===== config.mk =====
export PLATFORM = sky130hd
export DESIGN_NAME = trap_entry_seq
export DESIGN_NICKNAME = d
export VERILOG_FILES = /design/src/rtl/trap_seq_pkg.sv /design/src/rtl/trap_route_ctl.sv /design/src/rtl/trap_state_dp.sv /design/src/rtl/trap_entry_seq.sv
export SDC_FILE = /design/constraint.sdc
export NUM_CORES = 1
export LEC_CHECK = 0
export BUFFER_PORTS_ARGS = -buffer_cell sky130_fd_sc_hd__buf_2
export CAP_MARGIN = 30
export CELL_PAD_IN_SITES_DETAIL_PLACEMENT = 1
export CELL_PAD_IN_SITES_GLOBAL_PLACEMENT = 2
export CORE_AREA = 5 5 437 439
export CTS_CLUSTER_DIAMETER = 100
export DETAILED_ROUTE_END_ITERATION = 8
export DIE_AREA = 0 0 442 444
export PLACE_DENSITY = 0.41
export SYNTH_ARGS = -nofsm -noshare
export SYNTH_HDL_FRONTEND = slang
export SYNTH_SLANG_ARGS = --single-unit

===== constraint.sdc =====
create_clock -name clk -period 0.8 [get_ports clk]
set_input_delay 0.12 -clock clk [delete_from_list [all_inputs] [get_ports clk]]
set_output_delay 0.12 -clock clk [all_outputs]
set_load 0.01 [all_outputs]

===== src/rtl/trap_seq_pkg.sv =====
package trap_seq_pkg;

  localparam logic [1:0] PRIV_U = 2'd0;
  localparam logic [1:0] PRIV_S = 2'd1;
  localparam logic [1:0] PRIV_M = 2'd3;

  // status field positions decoded by the rest of the core
  localparam int ST_SIE  = 1;
  localparam int ST_MIE  = 3;
  localparam int ST_SPIE = 5;
  localparam int ST_MPIE = 7;
  localparam int ST_SPP  = 8;
  localparam int ST_MPP  = 11;

  localparam int DBG_CAUSE_W = 3;

  typedef struct packed {
    logic takeDbg;
    logic redirDbg;
    logic takeSuper;
    logic takeMachine;
    logic writeBad;
  } trap_ctl_t;

endpackage


===== src/rtl/trap_route_ctl.sv =====
module trap_route_ctl
  import trap_seq_pkg::*;
#(
  parameter int XLEN       = 64,
  parameter int BKPT_CAUSE = 3
) (
  input  logic                   clk,
  input  logic                   rstN,
  input  logic                   trapValid,
  input  logic [XLEN-1:0]        trapCause,
  input  logic [1:0]             curPriv,
  input  logic [XLEN-1:0]        excDeleg,
  input  logic [XLEN-1:0]        intDeleg,
  input  logic [DBG_CAUSE_W-1:0] dbgCauseIn,
  input  logic [3:0]             bkptEnable,
  input  logic                   badAddrValid,
  output trap_ctl_t              ctl
);
  localparam int IDXW = $clog2(XLEN);

  logic            isIntr;
  logic [XLEN-1:0] causeNum;
  logic [XLEN-1:0] delegMask;
  logic            inRange;
  logic            delegBit;
  logic            lowPriv;
  logic            bkptHit;
  logic            inDebug;
  logic            toSuper;

  always_comb begin
    isIntr    = trapCause[XLEN-1];
    causeNum  = {1'b0, trapCause[XLEN-2:0]};
    delegMask = isIntr ? intDeleg : excDeleg;
    inRange   = causeNum < XLEN;
    delegBit  = inRange && delegMask[causeNum[IDXW-1:0]];
    lowPriv   = curPriv <= PRIV_S;
    bkptHit   = (trapCause == XLEN'(BKPT_CAUSE)) && bkptEnable[curPriv];
    inDebug   = |dbgCauseIn;
    toSuper   = lowPriv && delegBit;

    ctl.takeDbg     = trapValid && bkptHit;
    ctl.redirDbg    = trapValid && !bkptHit && inDebug;
    ctl.takeSuper   = trapValid && !bkptHit && !inDebug && toSuper;
    ctl.takeMachine = trapValid && !bkptHit && !inDebug && !toSuper;
    ctl.writeBad    = badAddrValid;
  end

  // at most one route per cycle
  a_r6_one_route: assert property (@(posedge clk) disable iff (!rstN)
    $onehot0({ctl.takeDbg, ctl.redirDbg, ctl.takeSuper, ctl.takeMachine}));

  // hypervisor or machine privilege never delegates
  a_r6_high_priv_machine: assert property (@(posedge clk) disable iff (!rstN)
    curPriv[1] |-> !ctl.takeSuper);

  // no route without a trap report
  a_r12_idle_no_route: assert property (@(posedge clk) disable iff (!rstN)
    !trapValid |-> !(ctl.takeDbg || ctl.redirDbg || ctl.takeSuper || ctl.takeMachine));

endmodule


===== src/rtl/trap_state_dp.sv =====
module trap_state_dp
  import trap_seq_pkg::*;
#(
  parameter int              XLEN          = 64,
  parameter int              SWBP_CODE     = 1,
  parameter logic [XLEN-1:0] DBG_ROM_START = XLEN'(32'h800),
  parameter logic [XLEN-1:0] DBG_ROM_EXC   = XLEN'(32'h808)
) (
  input  logic                   clk,
  input  logic                   rstN,
  input  trap_ctl_t              ctl,
  input  logic [XLEN-1:0]        trapCause,
  input  logic [XLEN-1:0]        trapPc,
  input  logic [XLEN-1:0]        badAddr,
  input  logic [1:0]             curPriv,
  input  logic [XLEN-1:0]        status,
  input  logic [XLEN-1:0]        sVector,
  input  logic [XLEN-1:0]        mVector,
  output logic                   pcWe,
  output logic [XLEN-1:0]        pcNext,
  output logic                   privWe,
  output logic [1:0]             privNext,
  output logic                   statusWe,
  output logic [XLEN-1:0]        statusNext,
  output logic                   sTrapWe,
  output logic [XLEN-1:0]        sCauseOut,
  output logic [XLEN-1:0]        sEpcOut,
  output logic                   sBadWe,
  output logic [XLEN-1:0]        sBadOut,
  output logic                   mTrapWe,
  output logic [XLEN-1:0]        mCauseOut,
  output logic [XLEN-1:0]        mEpcOut,
  output logic                   mBadWe,
  output logic [XLEN-1:0]        mBadOut,
  output logic                   dbgEntryWe,
  output logic [DBG_CAUSE_W-1:0] dbgCauseOut,
  output logic [1:0]             dbgPrivOut,
  output logic [XLEN-1:0]        dpcOut,
  output logic                   resvClear
);
  logic            anyTrap;
  logic            oldIe;
  logic [XLEN-1:0] stackSuper;
  logic [XLEN-1:0] stackMachine;

  always_comb begin
    anyTrap = ctl.takeDbg || ctl.redirDbg || ctl.takeSuper || ctl.takeMachine;
    oldIe   = status[curPriv];

    stackSuper          = status;
    stackSuper[ST_SPIE] = oldIe;
    stackSuper[ST_SPP]  = curPriv[0];
    stackSuper[ST_SIE]  = 1'b0;

    stackMachine                 = status;
    stackMachine[ST_MPIE]        = oldIe;
    stackMachine[ST_MPP +: 2]    = curPriv;
    stackMachine[ST_MIE]         = 1'b0;
  end

  always_ff @(posedge clk or negedge rstN) begin
    if (!rstN) begin
      pcWe <= 1'b0; privWe <= 1'b0; statusWe <= 1'b0;
      sTrapWe <= 1'b0; sBadWe <= 1'b0; mTrapWe <= 1'b0; mBadWe <= 1'b0;
      dbgEntryWe <= 1'b0; resvClear <= 1'b0;
      pcNext <= '0; privNext <= PRIV_M; statusNext <= '0;
      sCauseOut <= '0; sEpcOut <= '0; sBadOut <= '0;
      mCauseOut <= '0; mEpcOut <= '0; mBadOut <= '0;
      dbgCauseOut <= '0; dbgPrivOut <= PRIV_U; dpcOut <= '0;
    end else begin
      pcWe       <= anyTrap;
      privWe     <= ctl.takeDbg || ctl.takeSuper || ctl.takeMachine;
      statusWe   <= ctl.takeSuper || ctl.takeMachine;
      sTrapWe    <= ctl.takeSuper;
      sBadWe     <= ctl.takeSuper && ctl.writeBad;
      mTrapWe    <= ctl.takeMachine;
      mBadWe     <= ctl.takeMachine && ctl.writeBad;
      dbgEntryWe <= ctl.takeDbg;
      resvClear  <= ctl.takeSuper || ctl.takeMachine;

      if (ctl.takeDbg) begin
        pcNext      <= DBG_ROM_START;
        privNext    <= PRIV_M;
        dbgCauseOut <= DBG_CAUSE_W'(SWBP_CODE);
        dbgPrivOut  <= curPriv;
        dpcOut      <= trapPc;
      end
      if (ctl.redirDbg) pcNext <= DBG_ROM_EXC;
      if (ctl.takeSuper) begin
        pcNext     <= sVector;
        privNext   <= PRIV_S;
        statusNext <= stackSuper;
        sCauseOut  <= trapCause;
        sEpcOut    <= trapPc;
        if (ctl.writeBad) sBadOut <= badAddr;
      end
      if (ctl.takeMachine) begin
        pcNext     <= mVector;
        privNext   <= PRIV_M;
        statusNext <= stackMachine;
        mCauseOut  <= trapCause;
        mEpcOut    <= trapPc;
        if (ctl.writeBad) mBadOut <= badAddr;
      end
    end
  end

  a_r12_pc_follows_trap: assert property (@(posedge clk) disable iff (!rstN)
    anyTrap |=> pcWe);
  a_r12_no_spurious_pc: assert property (@(posedge clk) disable iff (!rstN)
    !anyTrap |=> !pcWe);
  a_r2_debug_entry_only: assert property (@(posedge clk) disable iff (!rstN)
    dbgEntryWe |-> (privNext == PRIV_M) && !statusWe && !resvClear && (pcNext == DBG_ROM_START));
  a_r4_redirect_only: assert property (@(posedge clk) disable iff (!rstN)
    ctl.redirDbg |=> pcWe && (pcNext == DBG_ROM_EXC) && !privWe && !statusWe);
  a_r8_sbad_in_strap: assert property (@(posedge clk) disable iff (!rstN)
    sBadWe |-> sTrapWe);
  a_r8_mbad_in_mtrap: assert property (@(posedge clk) disable iff (!rstN)
    mBadWe |-> mTrapWe);
  a_r9_sie_cleared: assert property (@(posedge clk) disable iff (!rstN)
    sTrapWe |-> !statusNext[ST_SIE] && (privNext == PRIV_S) && statusWe);
  a_r10_mie_cleared: assert property (@(posedge clk) disable iff (!rstN)
    mTrapWe |-> !statusNext[ST_MIE] && (privNext == PRIV_M) && statusWe);
  a_r11_resv_with_status: assert property (@(posedge clk) disable iff (!rstN)
    resvClear |-> statusWe && (sTrapWe || mTrapWe));

endmodule


===== src/rtl/trap_entry_seq.sv =====
module trap_entry_seq
  import trap_seq_pkg::*;
#(
  parameter int              XLEN          = 64,
  parameter int              BKPT_CAUSE    = 3,
  parameter int              SWBP_CODE     = 1,
  parameter logic [XLEN-1:0] DBG_ROM_START = XLEN'(32'h800),
  parameter logic [XLEN-1:0] DBG_ROM_EXC   = XLEN'(32'h808)
) (
  input  logic                   clk,
  input  logic                   rstN,
  input  logic                   trapValid,
  input  logic [XLEN-1:0]        trapCause,
  input  logic [XLEN-1:0]        trapPc,
  input  logic [XLEN-1:0]        badAddr,
  input  logic                   badAddrValid,
  input  logic [1:0]             curPriv,
  input  logic [XLEN-1:0]        status,
  input  logic [XLEN-1:0]        excDeleg,
  input  logic [XLEN-1:0]        intDeleg,
  input  logic [XLEN-1:0]        sVector,
  input  logic [XLEN-1:0]        mVector,
  input  logic [DBG_CAUSE_W-1:0] dbgCauseIn,
  input  logic [3:0]             bkptEnable,
  output logic                   pcWe,
  output logic [XLEN-1:0]        pcNext,
  output logic                   privWe,
  output logic [1:0]             privNext,
  output logic                   statusWe,
  output logic [XLEN-1:0]        statusNext,
  output logic                   sTrapWe,
  output logic [XLEN-1:0]        sCauseOut,
  output logic [XLEN-1:0]        sEpcOut,
  output logic                   sBadWe,
  output logic [XLEN-1:0]        sBadOut,
  output logic                   mTrapWe,
  output logic [XLEN-1:0]        mCauseOut,
  output logic [XLEN-1:0]        mEpcOut,
  output logic                   mBadWe,
  output logic [XLEN-1:0]        mBadOut,
  output logic                   dbgEntryWe,
  output logic [DBG_CAUSE_W-1:0] dbgCauseOut,
  output logic [1:0]             dbgPrivOut,
  output logic [XLEN-1:0]        dpcOut,
  output logic                   resvClear
);
  trap_ctl_t ctl;

  trap_route_ctl #(.XLEN(XLEN), .BKPT_CAUSE(BKPT_CAUSE)) u_ctl (
    .clk(clk), .rstN(rstN), .trapValid(trapValid), .trapCause(trapCause),
    .curPriv(curPriv), .excDeleg(excDeleg), .intDeleg(intDeleg),
    .dbgCauseIn(dbgCauseIn), .bkptEnable(bkptEnable),
    .badAddrValid(badAddrValid), .ctl(ctl)
  );

  trap_state_dp #(
    .XLEN(XLEN), .SWBP_CODE(SWBP_CODE),
    .DBG_ROM_START(DBG_ROM_START), .DBG_ROM_EXC(DBG_ROM_EXC)
  ) u_dp (
    .clk(clk), .rstN(rstN), .ctl(ctl), .trapCause(trapCause), .trapPc(trapPc),
    .badAddr(badAddr), .curPriv(curPriv), .status(status),
    .sVector(sVector), .mVector(mVector),
    .pcWe(pcWe), .pcNext(pcNext), .privWe(privWe), .privNext(privNext),
    .statusWe(statusWe), .statusNext(statusNext),
    .sTrapWe(sTrapWe), .sCauseOut(sCauseOut), .sEpcOut(sEpcOut),
    .sBadWe(sBadWe), .sBadOut(sBadOut),
    .mTrapWe(mTrapWe), .mCauseOut(mCauseOut), .mEpcOut(mEpcOut),
    .mBadWe(mBadWe), .mBadOut(mBadOut),
    .dbgEntryWe(dbgEntryWe), .dbgCauseOut(dbgCauseOut),
    .dbgPrivOut(dbgPrivOut), .dpcOut(dpcOut), .resvClear(resvClear)
  );

endmodule


## After elaboration in Yosys (flattened, before gate mapping)

Index checks and enable logic that the tools add are counted.

| word-level totals | value |
|---|---|
| bits in registers | 589 |
| input port bits | 525 |
| logic and storage cells | 68 |

| cells by class | value |
|---|---|
| order comparisons | 5 |
| eq/ne operators | 1 |
| muxes and demuxes | 16 |
| reduce and logical (&&, ||, !) cells | 26 |

Operators with widths:

| kind | number |
|---|---|
| 64-bit 2-to-1 mux | 7 |
| 64-bit by 2-bit equality test with 1-bit output, second input constant | 1 |
| 63-bit by 7-bit less-than comparator with 1-bit output, second input constant | 1 |
| 1-bit logical AND | 11 |
| 2-bit by 7-bit less-than comparator with 1-bit output, second input constant | 1 |
| 6-bit by 7-bit less-than comparator with 1-bit output, second input constant | 1 |
| 1-bit binary-select mux with 6-bit select | 1 |
| 1-bit logical OR | 6 |
| 2-bit 2-to-1 mux | 3 |
| 1-bit binary-select mux with 2-bit select | 2 |
| 2-bit AND reduction | 2 |
| 4-bit nonzero test | 1 |
| 1-bit zero test | 3 |
| 2-bit by 3-bit less-than comparator with 1-bit output, second input constant | 1 |
| 1-bit 2-to-1 mux | 3 |
| 3-bit nonzero test | 1 |
| 3-bit OR reduction | 1 |
| 2-bit by 1-bit less-or-equal comparator with 1-bit output, second input constant | 1 |
| 2-bit nonzero test | 1 |

## Longest topological paths before layout

Gate-level depths: netlist of the first run.

| logic depth | value |
|---|---|
| depth in word-level cells | 9 |
| mapped depth | 13 |

## Hierarchy

A second synthesis of the first run with hierarchy kept.

| unflattened totals | value |
|---|---|
| cell total of the unflattened synthesis | 1463 |
| area total of the unflattened synthesis | 23470.0 µm² |

By module, submodules not included:

| module | instances | cells each | area each (µm²) | seq. area each (µm²) |
|---|---|---|---|---|
| trap_state_dp | 1 | 1344 | 22123.7 | 14715.4 |
| trap_route_ctl | 1 | 119 | 1346.3 | 0.0 |

## Worst setup path before layout of the first run

OpenSTA, ideal clock, no wires.

| timing | value |
|---|---|
| path type | input to register |
| start | in trapCause[1] |
| end | reg u_dp.mBadOut[14] |
| library setup time | 0.127 ns |
| arrival | 2.630 ns |
| path slack | -1.958 ns |
| stages | 11 |
| buffers on the path | 5 |
| path through | clkbuf_1 > buf_2 > mux4_2 > mux4_2 > a22o_1 > o221ai_2 > buf_4 > and2b_1 > buf_4 > buf_6 > mux2_1 |

| on the way | value |
|---|---|
| longest elaborated chain between the ends | 7 |

Ends and longest elaborated chain:

| what | RTL line | text |
|---|---|---|
| start, declared | trap_entry_seq.sv:13 | `input logic [XLEN-1:0] trapCause,` |
| branches (longest 5 deep; another with 63-bit by 7-bit less-than comparator with 1-bit output) | -- |  |
| 1-bit logical AND * | trap_route_ctl.sv:45 | `ctl.takeMachine = trapValid && !bkptHit && !inDebug && !toSuper;` |
| 2-bit AND reduction (no line) * | -- |  |
| end signal, assigned | trap_state_dp.sv:103 | `if (ctl.writeBad) mBadOut <= badAddr;` |
| end, declared | trap_state_dp.sv:34 | `output logic [XLEN-1:0] mBadOut,` |

Mark *: on every way between the ends. The select of a mux whose other input is x is not followed.
A chain may end at the register's enable or synchronous reset.

## Worst setup path after layout of the first run

| timing | value |
|---|---|
| start | in trapCause[63] |
| end | reg u_dp.mBadOut[51] |

| on the way | value |
|---|---|
| longest elaborated chain between the ends | 8 |

Ends and longest elaborated chain:

| what | RTL line | text |
|---|---|---|
| 64-bit 2-to-1 mux | trap_route_ctl.sv:34 | `delegMask = isIntr ? intDeleg : excDeleg;` |
| 1-bit binary-select mux with 6-bit select | trap_route_ctl.sv:36 | `delegBit = inRange && delegMask[causeNum[IDXW-1:0]];` |
| 1-bit 2-to-1 mux (implied by the code) | trap_route_ctl.sv:36 |  |
| 1-bit logical AND | trap_route_ctl.sv:36 |  |
| 1-bit logical AND | trap_route_ctl.sv:40 | `toSuper = lowPriv && delegBit;` |
| 1-bit zero test | trap_route_ctl.sv:45 |  |
| 1-bit logical AND * | trap_route_ctl.sv:45 |  |
| 2-bit AND reduction (no line) * | -- |  |

Every way passes the cells marked *; elsewhere a longest branch is shown, timed or not. The select of a mux whose other input is x is not followed.

==> flow_summary_export.csv, run 1 <==
group,metric,value,unit
outcome,status,"finished with violations",
outcome,violations,"hold timing, setup timing",
grt,grt_overflow_total,0,
sta,drv_slew,0,
sta,tns,-1168240,ps
routing,num_vias,21430,
worst_setup_path,reg2reg_slack,0,ps
floorplanning,rows,159,
floorplanning,start_util,12.60,%
floorplanning,coreArea,186800,sq um
worst_setup_path,critPathLaunchType,"primary input",
worst_hold_path,min_path_type,"primary input to flop",
sta,setup_viol,1176,
power_and_ir_drop,leakage,22.96,nW
routing,avgViaCountPerCell,3.498,
worst_setup_path,ff2ff_path_depth,1,
logic_synthesis,yosysTopAreaCellShare,62.40,%
worst_setup_path,critPathRequiredTime,1370,ps
worst_hold_path,min_from,"dbgCauseIn[2]",
layout,nNetsFinal,4076,
layout,final_core_util,23.58,%
sta,whs,-72.27,ps
power_and_ir_drop,power_density,2033,nW/um^2
cts,cts_sinks,588,
sta,finalClockSkew,0,ps
worst_setup_path,r2r_start,"u_dp.mBadOut[47]",
logic_synthesis,async_flop_share,100.0,%
layout,drive_gt1_share,54.44,%
sta,min_period,2466,ps
sta,hold_viol,7,
worst_setup_path,critPathCaptureType,"flop",
layout,n_fill_cell,21040,
worst_hold_path,hold_depth,4,
grt,antenna_found_initial,34,
sta,setup_ws,-1666,ps
routing,m1WireLength,58240,um
power_and_ir_drop,ir_drop,1.513,mV
worst_setup_path,slowest_stage,"mux4_2",
cts,cts_tree,"built",
sta,slew_headroom,46.25,%
place,place_area,33840,sq um
routing,dr.pass1.iters,4,
grt,grt_pass1_wl,196400,um
layout,fin_area,44040,sq um
layout,syn_to_final_growth,87.08,%
grt,grt_pass1_vias,23750,
worst_setup_path,path_cells,"buf_6 > buf_12 > mux4_2 > mux4_2 > a22o_4 > o221ai_4 > buf_12 > buf_12 > and2b_4 > buf_12 > buf_12 > clkbuf_16 > mux2_4",
sta,rsz0062_at_grt,"true",
layout,layout.area.seq,14720,sq um
logic_synthesis,synth_ff_type,"dfrtp_1",
worst_hold_path,whs_endpoint,"u_dp.pcNext[3]",
logic_synthesis,syn_area,23540,sq um
cts,clk_pin_slew_worst_paths,50,ps
layout,layout_common_cells,"buf_2, dfrtp_1, dlygate4sd3_1, nand2_1, mux2_4",
routing,detail-route-antenna-nets,0,
floorplanning,die_h,444,um
floorplanning,top_level_ports,1117,
routing,totalWireLength,144200,um
layout,final_common_cell,"buf_2",
routing,wl_per_cell,23.53,um
routing,routed-wl-met2,73910,um
place,dp_hpwl,107600,um
logic_synthesis,avgSynthCellArea,13.23,sq um
run,max-cap-violations,0,
grt,grt_max_degree,62,
cts,cts_hold_buffers,384,
worst_setup_path,crit_path_max_fanout,6,
logic_synthesis,synth_edf_count,0,
sta,tightest_slew,806.3,ps
floorplanning,die_w,442,um
logic_synthesis,syn_inst,1779,
worst_setup_path,critPathKind,"primary input to flop",
place,place_congestion,0.8150,
worst_setup_path,rr_endpoint,"u_dp.mBadOut[47]",
logic_synthesis,yosys_register_bits,588,
logic_synthesis,ys_types,42,
worst_setup_path,max_stage_delay,500,ps
cts,cts_inserted_buffers,80,
routing,drcViolationCount,0,
layout,multi_input_area,9395,sq um
cts,clock_path_buffers,3,
logic_synthesis,synthTopCellsByArea,"dfrtp_1, mux2_1, mux2_2",
sta,min_period_over_period,308.3,%
cts,htree_levels,3,
sta,fmax,0.4055,GHz
worst_setup_path,crit_top_cell,"buf_12",
routing,wl_met3,8681,um
logic_synthesis,yosysTopAreaCell,"dfrtp_1",
worst_setup_path,cp_data_arrival_time,3030,ps
place,io_buffers,1113,
routing,top_layer,"met5",
cts,cts_root_buf,"clkbuf_16",
logic_synthesis,ys_seq_area_share,62.51,%
floorplanning,die-area,196200,sq um
logic_synthesis,yosysWarnings,0,
grt,grt_usage,14.00,%
cts,insertion_delay,710,ps
routing,drt_iter0_markers,854,
## sequential cells by signal, summed over array words and instances (netlist names), 2 cells and up
register and cells:
u_dp.mBadOut 64, u_dp.sEpcOut 64, u_dp.statusNext 64, u_dp.dpcOut 64, u_dp.sCauseOut 64, u_dp.pcNext 64, u_dp.sBadOut 64, u_dp.dbgPrivOut 2
u_dp.mCauseOut 64, u_dp.mEpcOut 64
## layout make-up
type                    count  area share, %
clock buffers             115          5.298
repair buffers           1799          31.13
diodes                     20         0.1136
clock inverters            29          1.034
inverters                  69         0.5909
well taps                2495          7.088
flip-flops and latches    588          33.41
multi-input cells        1013          21.33
## synth_stat cells, drive strengths merged (6+ instances only)
cell type and instances:
mux2i 78, dfrtp 587, nand2 377, nor2 9
inv 69, mux4 35, o21ai 6, clkbuf 48
mux2 334, buf 62, nor4 14, o22ai 63
and2 59
## repair_timing
action                     4_1_cts  5_1_grt
cloned                          32       12
hold endpoints to repair      1103        7
setup endpoints to repair     1176     1176
buffers inserted                49       13
resized for setup              339      150
pin swaps                       11        9
## power breakdown
group | switching [mW] | leakage (nW) | total [mW] | internal, mW
logic | 8.01 | 13.8 | 16.8 | 8.82
registers | 1.62 | 7.74 | 34.3 | 32.7
clock network | 15.4 | 1.37 | 38.4 | 23.0
## per-layer routing
layer | up-vias | GRT usage [%]
met2 | 637 | 25.01
li1 | 9639 | -
met5 | - | 0
met4 | 14 | 3.660
met3 | 145 | 3.957
met1 | 11000 | 16.42
## how the worst max path moves through the flow
stage                              from                 to  slack (ps)  depth (start not counted)
final                     trapCause[63]   u_dp.mBadOut[51]       -1670                         13
after global routing       trapCause[0]   u_dp.mBadOut[26]       -1660                         14
after CTS                  trapCause[0]   u_dp.mBadOut[25]       -1610                         14
after detailed placement   trapCause[0]    u_dp.pcNext[31]       -2710                         12
after global placement    trapCause[63]  u_dp.mCauseOut[9]       -2740                         12
after floorplan           trapCause[63]   u_dp.mBadOut[14]       -1800                         10
## logic make-up after synthesis
group	count (synthesis)	synth area share (%)
DFF	588	62.51
and+or+nand+nor	481	8.695
muxes	447	22.64
buffers and inverters	179	3.821
AOI/OAI and AO/OA	82	2.301
other	2	0.03190
## stage by stage
step / power, mW / setup WS, ps / std cells / hold slack (ps)
after floorplan: 39.04 / -1800 / 1780 / -175.6
after global placement: 48.02 / -2742 / 5487 / 93.24
after detailed placement: 48.11 / -2715 / 5487 / 95.45
after CTS: 91.72 / -1607 / 6095 / -159.5
after global routing: 94.10 / -1659 / 6115 / -88.39
final: 89.54 / -1666 / 6128 / -72.27
## worst max-delay path, delay by kind of cell
kind / cells / cell delay [ps]
AO/OA/AOI/OAI: 2 / 440
buffers and inverters: 7 / 950
multiplexers: 3 / 1280
AND/OR/NAND/NOR: 1 / 210
(Power assumes the default switching activity.)
==> run 2: changes to the inputs <==
--- a/config.mk
+++ b/config.mk
@@ -11,6 +11,6 @@
 export CELL_PAD_IN_SITES_GLOBAL_PLACEMENT = 2
-export CORE_AREA = 5 5 437 439
+export CORE_AREA = 5 5 436 438
 export CTS_CLUSTER_DIAMETER = 100
 export DETAILED_ROUTE_END_ITERATION = 8
-export DIE_AREA = 0 0 442 444
+export DIE_AREA = 0 0 441 443
 export PLACE_DENSITY = 0.41
==> constraint.sdc (replaced) <==
create_clock -name clk -period 3 [get_ports clk]
set_input_delay 0.45 -clock clk [delete_from_list [all_inputs] [get_ports clk]]
set_output_delay 0.45 -clock clk [all_outputs]
set_load 0.05 [all_outputs]
==> run 2 against run 1 <==
Compared with the run above: the run now ends clean; global-route usage shrank 0.89 points; first-iteration DRC count fell by 24%; hold slack gained 150 ps; total power fell by 72%; critical endpoint is now u_dp.pcNext[47].
==> flow_summary_export.csv, run 2 (synthesized netlist as in run 1, its figures left out) <==
group,metric,value,unit
sta,finalClockSkew,0,ps
sta,tightest_slew,919.1,ps
worst_setup_path,cp_num_buf_inv,5,
sta,hold_viol,0,
sta,fmax,0.3453,GHz
routing,drt_iter0_markers,648,
floorplanning,rows,159,
routing,dr.pass1.iters,4,
layout,nNetsFinal,3880,
worst_setup_path,critPathLaunchType,"primary input",
worst_hold_path,hold_depth,3,
place,place_congestion,0.7922,
grt,grt_pass1_vias,22590,
worst_setup_path,max_stage_delay,560,ps
cts,clk_pin_slew_worst_paths,60,ps
sta,min_period,2896,ps
worst_setup_path,path_cells,"buf_2 > buf_12 > mux4_2 > mux4_2 > a22o_1 > o221ai_4 > buf_12 > buf_12 > mux2i_1 > dlygate4sd3_1 > o22ai_1",
sta,setup_viol,0,
routing,wl_per_cell,22.20,um
power_and_ir_drop,ir_drop,0.3497,mV
worst_setup_path,ff2ff_path_depth,1,
sta,rsz0062_at_grt,"false",
layout,drive_gt1_share,46.63,%
floorplanning,die-area,195400,sq um
cts,cts_root_buf,"clkbuf_16",
grt,grt_overflow_total,0,
worst_setup_path,slowest_stage,"dlygate4sd3_1",
grt,met2_usage,23.89,%
place,dp_hpwl,106100,um
layout,final_common_cell,"buf_2",
cts,cts_inserted_buffers,81,
cts,cts_setup_buffers,0,
worst_setup_path,crit_path_max_fanout,15,
worst_setup_path,crit_top_cell,"buf_12",
routing,totalWireLength,131600,um
grt,grt_pass1_wl,181400,um
grt,antenna_found_initial,37,
power_and_ir_drop,power_density,628.9,nW/um^2
layout,final_core_util,21.13,%
floorplanning,die_h,443,um
floorplanning,die_w,441,um
outcome,status,"finished clean",
routing,avgViaCountPerCell,3.406,
worst_setup_path,critPathCaptureType,"flop",
cts,cts_sinks,588,
routing,detail-route-antenna-nets,0,
grt,grtUsageMet3,3.639,%
worst_setup_path,critPathKind,"primary input to flop",
worst_setup_path,r2r_start,"u_dp.mEpcOut[25]",
cts,insertion_delay,670,ps
power_and_ir_drop,leakage,20.67,nW
cts,htree_levels,3,
layout,fin_area,39340,sq um
layout,syn_to_final_growth,67.12,%
grt,grt-busiest-layer,"met2",
sta,drv_slew,0,
run,max-cap-violations,0,
worst_setup_path,reg2reg_slack,2100,ps
place,place_area,33620,sq um
routing,drcViolationCount,0,
place,pre_cts_ws,-757.4,ps
sta,tns,0,ps
floorplanning,top_level_ports,1117,
floorplanning,coreArea,186200,sq um
sta,slew_headroom,38.73,%
worst_setup_path,crit_family,"multiplexers",
grt,grt_max_degree,66,
worst_setup_path,critPathRequiredTime,3550,ps
layout,layout_common_cells,"buf_2, dfrtp_1, nand2_1, dlygate4sd3_1, mux2_1",
cts,cts_tree,"built",
routing,num_vias,20190,
floorplanning,start_util,12.64,%
grt,grt_usage,13.11,%
worst_hold_path,min_from,"trapPc[28]",
sta,min_period_over_period,96.52,%
cts,clock_path_buffers,3,
worst_setup_path,cp_data_arrival_time,3450,ps
power_and_ir_drop,p_total,24.74,mW
grt,use_met1,14.41,%
worst_hold_path,min_path_type,"primary input to flop",
worst_hold_path,whs_endpoint,"u_dp.dpcOut[28]",
sta,setup_ws,104.3,ps
worst_setup_path,rr_endpoint,"u_dp.mEpcOut[25]",
place,io_buffers,1113,
## run 2: layer usage
metal | share of wire, % | up-vias
met3 | 6.1 | 215
met5 | 0.063 | -
met4 | 3.9 | 12
met1 | 38 | 10100
met2 | 52 | 649
li1 | - | 9218
## run 2: metrics by stage
stage	instances	hold WS, ps
2_1_floorplan	1780	154.4
3_3_place_gp	5460	452.0
3_5_place_dp	5460	457.1
4_1_cts	5911	0.5128
5_1_grt	5917	5.521
6_report	5928	81.19
## run 2: power breakdown
| group | switching (mW) | internal (mW) | total [mW] |
|---|---|---|---|
| combinational | 4.43 | 1.69 | 6.13 |
| clock | 3.99 | 5.50 | 9.49 |
| sequential | 0.411 | 8.71 | 9.12 |
## run 2: worst max-delay path by stage
| stage | startpoint | to | slack [ps] | depth (start not counted) |
|---|---|---|---|---|
| 4_1_cts | trapCause[62] | u_dp.mEpcOut[57] | 20 | 13 |
| 5_1_grt | trapCause[22] | u_dp.mEpcOut[56] | 9 | 13 |
| 6_report | trapCause[63] | u_dp.pcNext[47] | 100 | 11 |
| 3_5_place_dp | trapCause[62] | u_dp.mEpcOut[58] | -760 | 13 |
| 2_1_floorplan | trapCause[63] | u_dp.mBadOut[14] | 1 | 10 |
| 3_3_place_gp | trapCause[62] | u_dp.mEpcOut[58] | -760 | 13 |
## run 2: final cells by class
class	count	area, sq um
diodes	17	42.54
clock buffers	116	2280
clock inverters	28	305.3
fillers	21410	146900
inverters	69	260.3
multi-input cells	1013	8019
flip-flops and latches	588	14720
well taps	2495	3122
repair buffers	1602	10600
## run 2: timing repair
item / CTS / global route
hold buffers: 307 / 0
resized for setup: 0 / 3
hold endpoints to repair: 461 / 0
setup endpoints to repair: 0 / 138
==> run 3: changes to the inputs <==
Settings changed: CORE_AREA 5 5 436 438 to 10 10 428 430, DIE_AREA 0 0 441 443 to 0 0 438 440, PLACE_DENSITY 0.41 to 0.43.
==> run 3 against run 2 <==
Compared with the run above: total power grew 0.52%; design area shrank 0.66%; critical path type unchanged; setup slack lost 68 ps; wire length rose by 2.0%; register-to-register slack better by 50 ps; largest power group unchanged; sequential power barely moved.
==> flow_summary_export.csv, run 3 (synthesized netlist as in run 1, its figures left out) <==
group,metric,value,unit
grt,grt_pass1_vias,22610,
worst_setup_path,crit_family,"buffers and inverters",
routing,wl_met3,8291,um
floorplanning,top_level_ports,1117,
routing,routed-wl-met2,69050,um
cts,cts_inserted_buffers,81,
grt,grt_pass1_wl,183100,um
worst_setup_path,critPathLaunchType,"primary input",
worst_setup_path,cp_data_arrival_time,3530,ps
power_and_ir_drop,p_total,24.87,mW
sta,tightest_slew,618.4,ps
floorplanning,die-area,192700,sq um
layout,syn_to_final_growth,66.01,%
worst_hold_path,min_path_type,"primary input to flop",
worst_setup_path,max_stage_delay,550,ps
power_and_ir_drop,power_density,636.4,nW/um^2
worst_setup_path,cp_num_buf_inv,6,
sta,min_period,2964,ps
sta,whs,89.48,ps
cts,cts_sinks,588,
run,max-cap-violations,0,
layout,layout_common_cells,"buf_2, dfrtp_1, nand2_1, dlygate4sd3_1, mux2_1",
routing,wl_per_cell,23.30,um
floorplanning,die_h,440,um
sta,rsz0062_at_grt,"false",
routing,drcViolationCount,0,
sta,hold_viol,0,
routing,dr.pass1.iters,4,
cts,htree_levels,3,
sta,tns,0,ps
worst_setup_path,critPathCaptureType,"flop",
routing,m1WireLength,51570,um
cts,insertion_delay,670,ps
sta,slew_headroom,58.32,%
floorplanning,die_w,438,um
floorplanning,rows,154,
routing,num_vias,20210,
cts,cts_root_buf,"clkbuf_16",
layout,drive_gt1_share,46.28,%
layout,final_common_cell,"buf_2",
routing,top_layer,"met5",
worst_setup_path,slowest_stage,"dlygate4sd3_1",
worst_setup_path,critPathKind,"primary input to flop",
routing,detail-route-antenna-nets,0,
grt,grt_usage,13.29,%
cts,clk_pin_slew_worst_paths,60,ps
cts,clock_path_buffers,3,
grt,grt_max_degree,87,
worst_setup_path,crit_path_max_fanout,9,
layout,nNetsFinal,3869,
place,io_buffers,1113,
worst_setup_path,crit_top_cell,"buf_12",
place,place_congestion,0.7946,
routing,avgViaCountPerCell,3.508,
sta,setup_viol,0,
power_and_ir_drop,leakage,20.61,nW
routing,drt_iter0_markers,626,
layout,n_fill_cell,20010,
sta,drv_slew,0,
sta,finalClockSkew,0,ps
worst_setup_path,path_cells,"dlygate4sd3_1 > buf_2 > nor4_1 > nand3_1 > nor4_4 > buf_4 > nor2b_2 > o221ai_4 > buf_12 > nor2_4 > buf_12 > buf_6 > mux2_1",
floorplanning,start_util,13.46,%
sta,fmax,0.3374,GHz
floorplanning,coreArea,175000,sq um
worst_setup_path,critPathRequiredTime,3570,ps
cts,cts_tree,"built",
power_and_ir_drop,ir_drop,0.4130,mV
routing,totalWireLength,134200,um
outcome,status,"finished clean",
grt,antenna_found_initial,38,
grt,grt_overflow_total,0,
place,dp_hpwl,107300,um
sta,min_period_over_period,98.79,%
==> run 3: what timing repair did <==
item	CTS	global route
endpoints found under the hold margin	456	0
endpoints found under the setup margin	1	164
pin swaps	0	1
setup buffers	0	3
cloned	0	3
gates resized for setup	1	8
hold buffers	322	0
==> run 3: path summary, 6_finish.rpt <==
| kind | from | to | slack, ps | depth (start not counted) |
|---|---|---|---|---|
| setup / recovery | trapCause[26] | u_dp.sBadOut[16] | 40 | 13 |
| hold / removal | sVector[28] | u_dp.pcNext[28] | 90 | 3 |
| setup reg to reg | u_dp.mCauseOut[29] | u_dp.mCauseOut[29] | 2150 | 1 |
| hold reg to reg | u_dp.dpcOut[31] | u_dp.dpcOut[31] | 460 | 2 |
| max in group asynchronous | rstN | u_dp.sBadOut[7] | 1720 | 4 |
| min in group asynchronous | rstN | u_dp.statusNext[16] | 280 | 2 |
==> run 3: power by group <==
group / internal, mW / switching (mW)
registers: 8.71 / 0.404
clock network: 5.54 / 4.06
logic: 1.69 / 4.46
total: 15.9 / 8.92
==> run 3: metrics by stage <==
step / utilization [%] / std cells / setup WS (ps) / instance area, sq um
finish: 22.34 / 5761 / 36.23 / 39080
global route: 22.32 / 5752 / 3.939 / 39060
CTS: 22.24 / 5739 / 8.778 / 38900
detailed placement: 18.89 / 5273 / -880.5 / 33060
global placement: 18.89 / 5273 / -918.3 / 33060
floorplan: - / 1780 / 1.404 / 23560
==> run 3: cell type report <==
cell class / instances / area (sq um) / share of cell area, %
Clock inverter: 24 / 236.5 / 0.6051
Clock buffer: 120 / 2384 / 6.099
Inverter: 69 / 259.0 / 0.6627
Sequential cell: 588 / 14720 / 37.65
Antenna cell: 16 / 40.04 / 0.1025
Timing Repair Buffer: 1591 / 10480 / 26.83
Multi-Input combinational cell: 1013 / 8034 / 20.56
Tap cell: 2340 / 2928 / 7.492
==> run 3: routing by layer <==
| metal | up-vias | GRT usage (%) |
|---|---|---|
| met4 | 16 | 5.509 |
| met3 | 187 | 3.764 |
| met5 | - | 0 |
| met1 | 10160 | 14.78 |
| li1 | 9208 | - |
| met2 | 635 | 23.69 |
